[config.mk]
export PLATFORM = sky130hd
export DESIGN_NAME = fpsub_special
export DESIGN_NICKNAME = d
export VERILOG_FILES = /design/src/rtl/fpsub_pkg.sv /design/src/rtl/fpsub_classify.sv /design/src/rtl/fpsub_pick.sv /design/src/rtl/fpsub_special.sv
export SDC_FILE = /design/constraint.sdc
export NUM_CORES = 1
export LEC_CHECK = 0
export BUFFER_PORTS_ARGS = -buffer_cell sky130_fd_sc_hd__buf_2
export CAP_MARGIN = 40
export CORE_MARGIN = 2
export CORE_UTILIZATION = 34
export CTS_BUF_LIST = sky130_fd_sc_hd__clkbuf_8
export DETAILED_ROUTE_END_ITERATION = 8
export PLACE_DENSITY = 0.71
export SLEW_MARGIN = 20
export SYNTH_ARGS = -nofsm -noshare
export SYNTH_HDL_FRONTEND = slang
export SYNTH_SLANG_ARGS = --single-unit
[constraint.sdc]
create_clock -name clk -period 3.1 [get_ports clk]
set_input_delay 0.93 -clock clk [delete_from_list [all_inputs] [get_ports clk]]
set_output_delay 0.93 -clock clk [all_outputs]
set_load 0.02 [all_outputs]
[src/rtl/fpsub_pkg.sv]
package fpsub_pkg;
  typedef enum logic [2:0] {
    CL_ZERO  = 3'd0,
    CL_NORM  = 3'd1,
    CL_DNORM = 3'd2,
    CL_INF   = 3'd3,
    CL_QNAN  = 3'd4,
    CL_SNAN  = 3'd5
  } opclass_t;

  function automatic logic is_finite(opclass_t c);
    return (c == CL_ZERO) || (c == CL_NORM) || (c == CL_DNORM);
  endfunction
endpackage

[src/rtl/fpsub_classify.sv]
module fpsub_classify
  import fpsub_pkg::*;
#(
  parameter int EXP_W  = 11,
  parameter int FRAC_W = 52,
  localparam int W = 1 + EXP_W + FRAC_W
) (
  input  logic [W-1:0] operand,
  output opclass_t     cls
);
  localparam int QBIT = FRAC_W - 1;

  logic [EXP_W-1:0]  expo;
  logic [FRAC_W-1:0] frac;
  logic exp_max, exp_min, frac_nz;

  assign expo    = operand[W-2 -: EXP_W];
  assign frac    = operand[FRAC_W-1:0];
  assign exp_max = &expo;
  assign exp_min = ~|expo;
  assign frac_nz = |frac;

  always_comb begin
    if (exp_max) begin
      if (!frac_nz)         cls = CL_INF;
      else if (frac[QBIT])  cls = CL_QNAN;
      else                  cls = CL_SNAN;
    end else if (exp_min) begin
      cls = frac_nz ? CL_DNORM : CL_ZERO;
    end else begin
      cls = CL_NORM;
    end
  end
endmodule

[src/rtl/fpsub_pick.sv]
module fpsub_pick
  import fpsub_pkg::*;
#(
  parameter int EXP_W  = 11,
  parameter int FRAC_W = 52,
  parameter int RM_W   = 2,
  parameter logic [RM_W-1:0] RM_DOWN = 2'b11,
  localparam int W = 1 + EXP_W + FRAC_W
) (
  input  logic [W-1:0]    x,
  input  logic [W-1:0]    y,
  input  logic [RM_W-1:0] rm,
  input  opclass_t        cx,
  input  opclass_t        cy,
  output logic            hit,
  output logic [W-1:0]    res,
  output logic            inv,
  output logic            dx,
  output logic            dy
);
  localparam int QBIT = FRAC_W - 1;
  localparam logic [W-1:0] QMASK   = W'(1) << QBIT;
  localparam logic [W-1:0] EXPMASK = {1'b0, {EXP_W{1'b1}}, {FRAC_W{1'b0}}};
  localparam logic [W-1:0] DEF_NAN = EXPMASK | QMASK;
  localparam logic [W-1:0] SGNMASK = W'(1) << (W-1);

  logic sx, sy, fin_x, fin_y;
  assign sx    = x[W-1];
  assign sy    = y[W-1];
  assign fin_x = is_finite(cx);
  assign fin_y = is_finite(cy);

  always_comb begin
    hit = 1'b1;
    inv = 1'b0;
    res = '0;
    dx  = 1'b0;
    dy  = 1'b0;
    if (cx == CL_SNAN) begin
      res = x | QMASK;
      inv = 1'b1;
    end else if (cy == CL_SNAN) begin
      res = y | QMASK;
      inv = 1'b1;
    end else if (cx == CL_QNAN) begin
      res = x;
    end else if (cy == CL_QNAN) begin
      res = y;
    end else if (cx == CL_INF && cy == CL_INF) begin
      if (sx != sy) begin
        res = x;
      end else begin
        res = DEF_NAN;
        inv = 1'b1;
      end
    end else if (cy == CL_INF) begin
      res = EXPMASK | (sy ? '0 : SGNMASK);
    end else if (cx == CL_INF) begin
      res = x;
    end else if (cx == CL_ZERO && cy == CL_ZERO) begin
      if (sx != sy) res = x;
      else          res = (rm == RM_DOWN) ? SGNMASK : '0;
    end else if (cy == CL_ZERO && fin_x) begin
      res = x;
    end else if (cx == CL_ZERO && fin_y) begin
      res = y ^ SGNMASK;
    end else begin
      hit = 1'b0;
      dx  = (cx == CL_DNORM);
      dy  = (cy == CL_DNORM);
    end
  end
endmodule

[src/rtl/fpsub_special.sv]
module fpsub_special
  import fpsub_pkg::*;
#(
  parameter int EXP_W  = 11,
  parameter int FRAC_W = 52,
  parameter int RM_W   = 2,
  parameter logic [RM_W-1:0] RM_DOWN = 2'b11,
  localparam int W = 1 + EXP_W + FRAC_W
) (
  input  logic            clk,
  input  logic            rst,
  input  logic [W-1:0]    op_x,
  input  logic [W-1:0]    op_y,
  input  logic [RM_W-1:0] rnd_mode,
  output logic            spec_valid,
  output logic [W-1:0]    spec_result,
  output logic            invalid,
  output logic            x_denorm,
  output logic            y_denorm
);
  localparam int N_OPS = 2;

  logic [W-1:0] ops [N_OPS];
  opclass_t     cls [N_OPS];

  assign ops[0] = op_x;
  assign ops[1] = op_y;

  for (genvar i = 0; i < N_OPS; i++) begin : g_cls
    fpsub_classify #(.EXP_W(EXP_W), .FRAC_W(FRAC_W)) u_cls (
      .operand(ops[i]),
      .cls    (cls[i])
    );
  end

  logic         hit_c, inv_c, dx_c, dy_c;
  logic [W-1:0] res_c;

  fpsub_pick #(
    .EXP_W(EXP_W), .FRAC_W(FRAC_W), .RM_W(RM_W), .RM_DOWN(RM_DOWN)
  ) u_pick (
    .x  (op_x),
    .y  (op_y),
    .rm (rnd_mode),
    .cx (cls[0]),
    .cy (cls[1]),
    .hit(hit_c),
    .res(res_c),
    .inv(inv_c),
    .dx (dx_c),
    .dy (dy_c)
  );

  always_ff @(posedge clk) begin
    if (rst) begin
      spec_valid  <= 1'b0;
      spec_result <= '0;
      invalid     <= 1'b0;
      x_denorm    <= 1'b0;
      y_denorm    <= 1'b0;
    end else begin
      spec_valid  <= hit_c;
      spec_result <= res_c;
      invalid     <= inv_c;
      x_denorm    <= dx_c;
      y_denorm    <= dy_c;
    end
  end
endmodule

* Word level (Yosys, flattened, before mapping) *
Index checks and enable logic that the tools add are counted.

storage, ports and cells
  logic and storage cells = 75
  input bits = 132
  output and inout port bits = 68
  bits in registers = 68

cells by class
  reduce and logical (&&, ||, !) cells = 17
  bitwise logic cells = 1
  multiplexer cells = 40
  eq/ne operators = 12

operator list
  kind                  number
  $mux W64              14
  $reduce_or A52 Y1     2
  $reduce_or A11 Y1     3
  $reduce_and A11 Y1    2
  $mux W1               18
  $mux W3               6
  $eq A3 B2 Y1 const B  4
  $eq A3 B3 Y1 const B  4
  $eq A3 B1 Y1 const B  2
  $logic_not A3 Y1      2
  $logic_and A1 B1 Y1   4
  $logic_or A1 B1 Y1    4
  $mux W2               2
  $eq A2 B2 Y1 const B  1
  $ne A1 B1 Y1          1
  $not A1 Y1            1

* Longest topological paths before layout *
Gate-level depths: netlist (run 1).

  depth in word-level cells = 18
  depth in mapped cells = 11
  depth with buffers taken out = 7

* Hierarchy *
Synthesis (run 1) repeated with hierarchy kept, for this count alone.

second synthesis, totals
  cell total of the unflattened synthesis = 438
  area, all modules = 3908.7 µm²

modules (own cells, without submodules)
  module          cells an instance  times used  seq. area each (µm²)  area each (µm²)
  fpsub_special   143                1           1361.3                1836.8
  fpsub_pick      235                1           0.0                   1634.1
  fpsub_classify  30                 2           0.0                   219.0

* Least setup slack after synthesis (run 1) *
OpenSTA, ideal clock, no wires.

  path kind = input to register
  from = input port op_y[20]
  to = register spec_result[30]
  stages = 10
  path slack = -0.077 ns
  setup time = 0.117 ns
  required time = 2.983 ns
  arrival = 3.060 ns
  buffers on the path = 3
  cell sequence = nor4_1 -> nand4_1 -> or4_1 -> buf_2 -> a2111oi_4 -> nor3_1 -> o21a_1 -> buf_2 -> buf_4 -> a22o_1

on the way
  longest elaborated chain between the ends = 18
  elaborated cells between the ends (all ways) = 27
  classes of those cells = eq/ne: 5; mux: 14; reduce/logical: 8

RTL lines
  what                                                     line                                                 text
  from (decl)                                              fpsub_special.sv:13                                  input logic [W-1:0] op_y,
  $reduce_or A52 Y1 (*)                                    fpsub_classify.sv:21                                 assign frac_nz = |frac;
  $mux W2                                                  fpsub_classify.sv:29                                 cls = frac_nz ? CL_DNORM : CL_ZERO;
  $mux W3                                                  fpsub_classify.sv:28                                 end else if (exp_min) begin
  $mux W3 (*)                                              fpsub_classify.sv:24                                 if (exp_max) begin
  $eq A3 B1 Y1 / $logic_not A3 Y1 (equally long branches)  fpsub_pkg.sv:12, fpsub_pick.sv:60, fpsub_pick.sv:63
  $logic_or A1 B1 Y1 (2 in series)                         fpsub_pkg.sv:12                                      return (c == CL_ZERO) || (c == CL_NORM) || (c == CL_DNORM);
  $logic_and A1 B1 Y1                                      fpsub_pick.sv:65                                     end else if (cx == CL_ZERO && fin_y) begin
  $mux W64                                                 fpsub_pick.sv:65
  $mux W64                                                 fpsub_pick.sv:63                                     end else if (cy == CL_ZERO && fin_x) begin
  $mux W64                                                 fpsub_pick.sv:60                                     end else if (cx == CL_ZERO && cy == CL_ZERO) begin
  $mux W64                                                 fpsub_pick.sv:58                                     end else if (cx == CL_INF) begin
  $mux W64                                                 fpsub_pick.sv:56                                     end else if (cy == CL_INF) begin
  $mux W64                                                 fpsub_pick.sv:49                                     end else if (cx == CL_INF && cy == CL_INF) begin
  $mux W64                                                 fpsub_pick.sv:47                                     end else if (cy == CL_QNAN) begin
  $mux W64                                                 fpsub_pick.sv:45                                     end else if (cx == CL_QNAN) begin
  $mux W64 (*)                                             fpsub_pick.sv:42                                     end else if (cy == CL_SNAN) begin
  $mux W64 (*)                                             fpsub_pick.sv:39                                     if (cx == CL_SNAN) begin
  to (signal assigned)                                     fpsub_special.sv:63                                  spec_result <= res_c;
  to (decl)                                                fpsub_special.sv:16                                  output logic [W-1:0] spec_result,

Every way passes the cells marked *; elsewhere a longest branch is shown, timed or not.
A chain may end at the register's enable or synchronous reset.

* Worst setup path in the final report (run 1) *
  from = input port op_x[18]
  to = register spec_result[14]

on the way
  longest elaborated chain between the ends = 17
  elaborated cells between the ends (all ways) = 27
  classes of those cells = eq/ne: 5; mux: 14; reduce/logical: 8

RTL lines
  what                                                     line                                                 text
  from (decl)                                              fpsub_special.sv:12                                  input logic [W-1:0] op_x,
  $reduce_or A52 Y1 (*)                                    fpsub_classify.sv:21
  $mux W2                                                  fpsub_classify.sv:29
  $mux W3                                                  fpsub_classify.sv:28
  $mux W3 (*)                                              fpsub_classify.sv:24
  $eq A3 B1 Y1 / $logic_not A3 Y1 (equally long branches)  fpsub_pkg.sv:12, fpsub_pick.sv:60, fpsub_pick.sv:65
  $logic_or A1 B1 Y1 (2 in series)                         fpsub_pkg.sv:12
  $logic_and A1 B1 Y1                                      fpsub_pick.sv:63
  $mux W64                                                 fpsub_pick.sv:63
  $mux W64                                                 fpsub_pick.sv:60
  $mux W64                                                 fpsub_pick.sv:58
  $mux W64                                                 fpsub_pick.sv:56
  $mux W64                                                 fpsub_pick.sv:49
  $mux W64                                                 fpsub_pick.sv:47
  $mux W64                                                 fpsub_pick.sv:45
  $mux W64                                                 fpsub_pick.sv:42
  $mux W64 (*)                                             fpsub_pick.sv:39

Marks and branches as above.

==> results of run 1 <==
Yosys cell counts (2+ instances only):
library cell  instances  area [µm²]
a211o_1               2       17.52
a211oi_1              2       15.01
a21o_1               22       165.2
a21oi_1              26       130.1
a221o_1              22       220.2
a221oi_1             11       96.34
a22o_1               28       245.2
a31oi_1               2       12.51
and3_1                2       12.51
buf_2                13       65.06
buf_4                 2       15.01
clkbuf_1             15       56.30
dfxtp_1              68        1361
inv_1                 3       11.26
nand2_1              14       52.55
nand3_1              10       50.05
nand4_1               8       50.05
nor2_1               42       157.7
nor3_1               33       165.2
nor3_2                2       20.02
nor4_1               35       219.0
o2111ai_1             2       17.52
o211ai_1              2       15.01
o21a_1                2       15.01
o21ai_0               5       25.02
o22ai_1               2       12.51
or3_1                 3       18.77
or4_1                 2       15.01
sequential cells by signal (all words and copies together) (netlist names):
name         count
spec_result     64
invalid          1
spec_valid       1
x_denorm         1
y_denorm         1
stage by stage:
stage / total power, µW / worst slack (ns)
floorplan: 933.7 / -0.02078
global placement: 1136 / -0.4377
detailed placement: 1141 / -0.5370
CTS: 2127 / 0.01144
global route: 2196 / -0.1204
finish: 2133 / -0.01921
what timing repair did:
action	4_1_cts	5_1_grt
setup buffers	6	4
hold buffers	0	0
cloned	1	5
gates resized for setup	11	39
endpoints found under the setup margin	50	61
pin swaps	4	14
final cells by class:
type                    instances  area, µm²
clock inverters                 7      140.1
flip-flops and latches         68       1361
multi-input cells             291       2111
repair buffers                311       1977
inverters                       3      11.26
well taps                     133      166.4
clock buffers                   9      123.9
fillers                       860       3839
final timing paths:
kind                                endpoint  slack (ns)  cells after the start
hold / removal    spec_result[44]$_SDFF_PP0_        0.80                      2
setup / recovery  spec_result[14]$_SDFF_PP0_       -0.02                     12
per-layer routing:
layer | vias to the layer above | GRT usage, %
li1 | 2152 | -
met1 | 2245 | 30.26
met2 | 257 | 45.21
met3 | 25 | 4.720
met4 | 0 | 9.363
met5 | - | 0
kinds of logic after synthesis:
group | after synthesis | synth area share [%]
and+or+nand+nor | 154 | 23.38
AOI/OAI and AO/OA | 135 | 31.58
adders and majority gates | 1 | 0.3694
buffers and inverters | 34 | 4.469
DFF | 68 | 40.19
power groups by stage:
stage                     clock network (µW)  logic [µW]  registers, µW
after floorplan                            0        39.6            894
after global placement                     0         242            894
after detailed placement                   0         247            894
after CTS                               1000         253            873
after global routing                    1030         288            873
final                                    989         271            873
==> summary.md, run 1 <==
| Metric | Value |
|---|---|
| Leakage | `~0.0028 µW` |
| Dpl hpwl | `between 10 and 15 mm` |
| Fmax | `about 0.32 GHz` |
| Clock Path Buffers | `2` |
| WL/cell | `approximately 18 µm` |
| I/O pin cnt | `200` |
| Relative slew slack | `approximately three fifths` |
| Htree depth | `3` |
| Die Wd | `103.8 µm` |
| Syn-to-layout area delta | `73.92%` |
| Period utilization | `100.6%` |
| Result of the run | `finished with violations` |
| Failing checks | `setup timing` |
| Die ar. | `approximately 0.011 mm²` |
| Crit-path cells | `buf_4 > nor4_4 > buf_4 > nand4_1 > or4_4 > buf_4 > o211ai_1 > buf_4 > a32oi_4 > buf_2 > a21oi_1 > nor3_1` |
| Max cap viols | `0` |
| RSZ-0062 raised after global routing | `yes` |
| Initial antenna violation count | `0` |
| Clock network power share | `between 40% and 50%` |
| Post-synth cell types | `40` |
| Non-Filler Instances | `between 800 and 900` |
| Number of global-route vias before repair | `between 4,000 and 5,000` |
| Global-route wire length before repair | `around 22 mm` |
| WP data required | `between 3 and 4 ns` |
| Starting DRT DRC Count | `294` |
| Max-slew violation count | `0` |
| GP Congestion | `slightly above 0.9` |
| DRT antenna net count | `0` |
| Critical Path Most Common Cell | `buf_4` |
| Placed cell area | `0.005223 mm²` |
| Antenna diode count | `0` |
| Final hold vios | `0` |
| Final WS setup | `-0.01921 ns` |
| Min-delay src | `op_y[44]` |
| Worst EP arrival | `about 3.3 ns` |
| Register area share after synthesis | `between 40 and 50%` |
| PD cells | `~360 mW/mm²` |
| Final hold slack | `around 0.8 ns` |
| Via density | `5.692` |
| Mapped Nets | `~530` |
| Warnings, synthesis | `0` |
| VDD IR max | `0.2993 mV` |
| Routed met3 length | `1.142 mm` |
| Number of synthesized flops with an enable pin | `0` |
| Ys async rst share | `0%` |
| Total wire length | `14.80 mm` |
| Final setup fails | `2` |
| Commonest cells after routing, fill and taps aside | `buf_2, buf_4, dfxtp_1` |
| # rows | `36` |
| Cells after synthesis | `~400` |
| Final instance area | `0.005891 mm²` |
| Via Count | `4,679` |
| Gr ovfl total | `0` |
| Detail Route met2 WL | `between 7 and 8 mm` |
| GRT Overall Usage | `between 20% and 30%` |
| Core Footprint | `a little under 0.01 mm²` |
| CP peak stage delay | `between 0.5 and 0.6 ns` |
| Die Ht | `~100 µm` |
| I/O Buffers | `~200` |
| Critical path origin | `op_x[18]` |
| DRT Pass-1 Iters | `5` |
| Ys flop type | `dfxtp_1` |
| CTS tree | `done` |
| Share of cells above drive strength 1 | `between 50% and 60%` |
| Root Driver | `clkbuf_8` |
| CP top delay family | `simple AND/OR/NAND/NOR gates` |
| Power share of the combinational group | `between 10% and 20%` |
| Wl on met1 | `around 6 mm` |
| Critical path fanouts, max | `5` |
| Initial Util | `about a third` |
| Sequential fraction of design power | `40.9%` |
| Largest net degree at the start of global routing | `28` |
| P_sw | `508.6 µW` |
| Int Pwr | `1625 µW` |
| # DRC | `0` |
| Setup crit end kind | `flip-flop` |
| TNS Setup | `-0.02308 ns` |
| Yosys reg bits | `68` |
| Fin crit period | `roughly 3.1 ns` |
| Worst path slowest cell | `or4_4` |
| Worst-path clk slew | `~0.080 ns` |
| Commonest non-fill, non-tap cell in the layout | `buf_2` |
| Sw Ratio | `a little under a quarter` |
| Final #Nets | `about 800` |
| Cell Area, Synth | `~0.0034 mm²` |
| Uppermost layer routed | `met4` |
| Tightest Hold Check Type | `in -> reg` |
| Worst path buffer plus inverter count | `5` |
| Post-synthesis area per instance | `around 8.6 µm²` |
| Placed insts | `between 700 and 800` |
| TritonCTS Buffers | `9` |
| Fin util | `about three fifths` |
| Setup CP Type | `in -> reg` |
| Worst Tran Pin Value | `0.5734 ns` |
| Startpoint Class | `input pin` |
| CTS sink count | `slightly below 70` |
(Power assumes the default switching activity.)
==> inputs of run 2 (changes only) <==
--- a/config.mk
+++ b/config.mk
@@ -7,6 +7,7 @@
 export LEC_CHECK = 0
 export BUFFER_PORTS_ARGS = -buffer_cell sky130_fd_sc_hd__buf_2
 export CAP_MARGIN = 40
+export CORE_ASPECT_RATIO = 2
 export CORE_MARGIN = 2
 export CORE_UTILIZATION = 34
 export CTS_BUF_LIST = sky130_fd_sc_hd__clkbuf_8
==> summary.md, run 2 (same netlist as run 1, synthesis figures left out) <==
| Metric | Value |
|---|---|
| Result of the run | `finished with violations` |
| Failing checks | `setup timing` |
| Worst path slowest cell | `or4_4` |
| Starting DRT DRC Count | `353` |
| Largest net degree at the start of global routing | `28` |
| Root Driver | `clkbuf_8` |
| Gr ovfl total | `0` |
| I/O Buffers | `a little under 200` |
| Fmax | `~0.32 GHz` |
| Final hold vios | `0` |
| PD cells | `about 340 mW/mm²` |
| Number of global-route vias before repair | `around 4,800` |
| Final setup fails | `15` |
| TritonCTS Buffers | `9` |
| Hold_buf cts | `0` |
| Setup crit end kind | `flip-flop` |
| # DRC | `0` |
| Startpoint Class | `input pin` |
| Register area | `0.001361 mm²` |
| Worst path buffer plus inverter count | `5` |
| Multi-input logic area | `roughly 0.0022 mm²` |
| Die ar. | `approximately 0.011 mm²` |
| Commonest non-fill, non-tap cell in the layout | `buf_2` |
| Relative slew slack | `61.68%` |
| Setup CP Type | `in -> reg` |
| Period utilization | `101.3%` |
| Fin crit period | `roughly 3.1 ns` |
| GRT Overall Usage | `27.45%` |
| Post-Place Setup Slack | `-0.7979 ns` |
| Via Count | `~4,800` |
| Share of cells above drive strength 1 | `between 50 and 60%` |
| WL/cell | `between 15 and 20 µm` |
| DRT antenna net count | `0` |
| Tightest Hold Check Type | `in -> reg` |
| Fin util | `between 60% and 70%` |
| Htree depth | `3` |
| Largest register FFs | `between 60 and 70` |
| Core Footprint | `0.009699 mm²` |
| Crit-path cells | `buf_8 > nor4_4 > buf_4 > nand4_1 > or4_4 > buf_6 > o211ai_1 > a32oi_2 > buf_6 > buf_8 > a21oi_4 > nor3_2` |
| Leakage | `between 0.002 and 0.003 µW` |
| CP peak stage delay | `just under 0.6 ns` |
| Critical path fanouts, max | `8` |
| Clock Path Buffers | `2` |
| # fillers | `831` |
| Commonest cells after routing, fill and taps aside | `buf_2, buf_4, dfxtp_1` |
| CTS sink count | `68` |
| Initial antenna violation count | `0` |
| Final #Nets | `834` |
| Max-slew violation count | `0` |
| DRT Pass-1 Iters | `8` |
| VDD IR max | `0.3398 mV` |
| I/O pin cnt | `200` |
| Die Wd | `74.58 µm` |
| Biggest register | `spec_result` |
| RSZ-0062 raised after global routing | `yes` |
| Die Ht | `roughly 150 µm` |
| Global-route wire length before repair | `22.83 mm` |
| Worst-path clk slew | `~0.080 ns` |
| WP data required | `between 3 and 4 ns` |
| Antenna diode count | `0` |
| Worst Tran Pin Value | `roughly 0.57 ns` |
| Syn-to-layout area delta | `81.05%` |
| CP top delay family | `simple AND/OR/NAND/NOR gates` |
| Initial Util | `34.92%` |
| Max cap viols | `0` |
| Total wire length | `15.72 mm` |
| Final WS setup | `-0.04089 ns` |
| CTS tree | `done` |
| GP Congestion | `approximately 0.97` |
| Worst EP arrival | `between 3 and 4 ns` |
| # rows | `a little over 50` |
| Dpl hpwl | `between 10 and 15 mm` |
| Via density | `between 5 and 6` |
[run 2: changes by cell type in the layout (fill, tap and decap cells not counted), sizes merged]
cell | before | now
buf | 309 | 327
bufinv | 4 | 3
clkinv | 1 | 2
inv | 4 | 3
[run 2: what timing repair did]
action,4_1_cts,5_1_grt
endpoints found under the setup margin,64,62
buffers inserted,9,9
gates cloned,1,1
gates resized for setup,13,64
pin swaps,8,23
[run 2: cell type report]
| class | count | share of cell area [%] |
|---|---|---|
| Clock buffer | 10 | 2.244 |
| Clock inverter | 6 | 1.816 |
| Inverter | 3 | 0.1836 |
| Multi-Input combinational cell | 291 | 36.18 |
| Sequential cell | 68 | 22.20 |
| Tap cell | 132 | 2.693 |
| Timing Repair Buffer | 328 | 34.69 |
[run 2: power breakdown]
group	leakage [µW]	switching (µW)	internal [µW]	total, µW
sequential	0.000547	0.0955	873	873
clock	0.000122	367	556	923
combinational	0.00228	139	139	278
[run 2: worst paths after layout]
| check | start | end | slack [ns] | cells past startpoint |
|---|---|---|---|---|
| max | op_x[17] | spec_result[11]$_SDFF_PP0_ | -0.04 | 12 |
| min | op_y[43] | spec_result[43]$_SDFF_PP0_ | 0.79 | 2 |
[run 2: metrics by stage]
stage | power [µW] | instance area [µm²] | hold slack [ns] | TNS [ns] | cells
after floorplan | 933.7 | 3443 | 1.056 | -0.4155 | 392
after global placement | 1140 | 5354 | 1.157 | -41.89 | 805
after detailed placement | 1143 | 5354 | 1.161 | -40.29 | 805
after CTS | 2064 | 5761 | 0.7797 | 0 | 831
after global routing | 2135 | 6132 | 0.7859 | -2.675 | 838
final | 2075 | 6132 | 0.7880 | -0.2302 | 838
[run 2: layer usage]
layer	wire, µm	GRT usage (%)
met5	0	0
met3	1100	6.181
met4	927	16.88
met2	8528	50.27
met1	5164	25.75
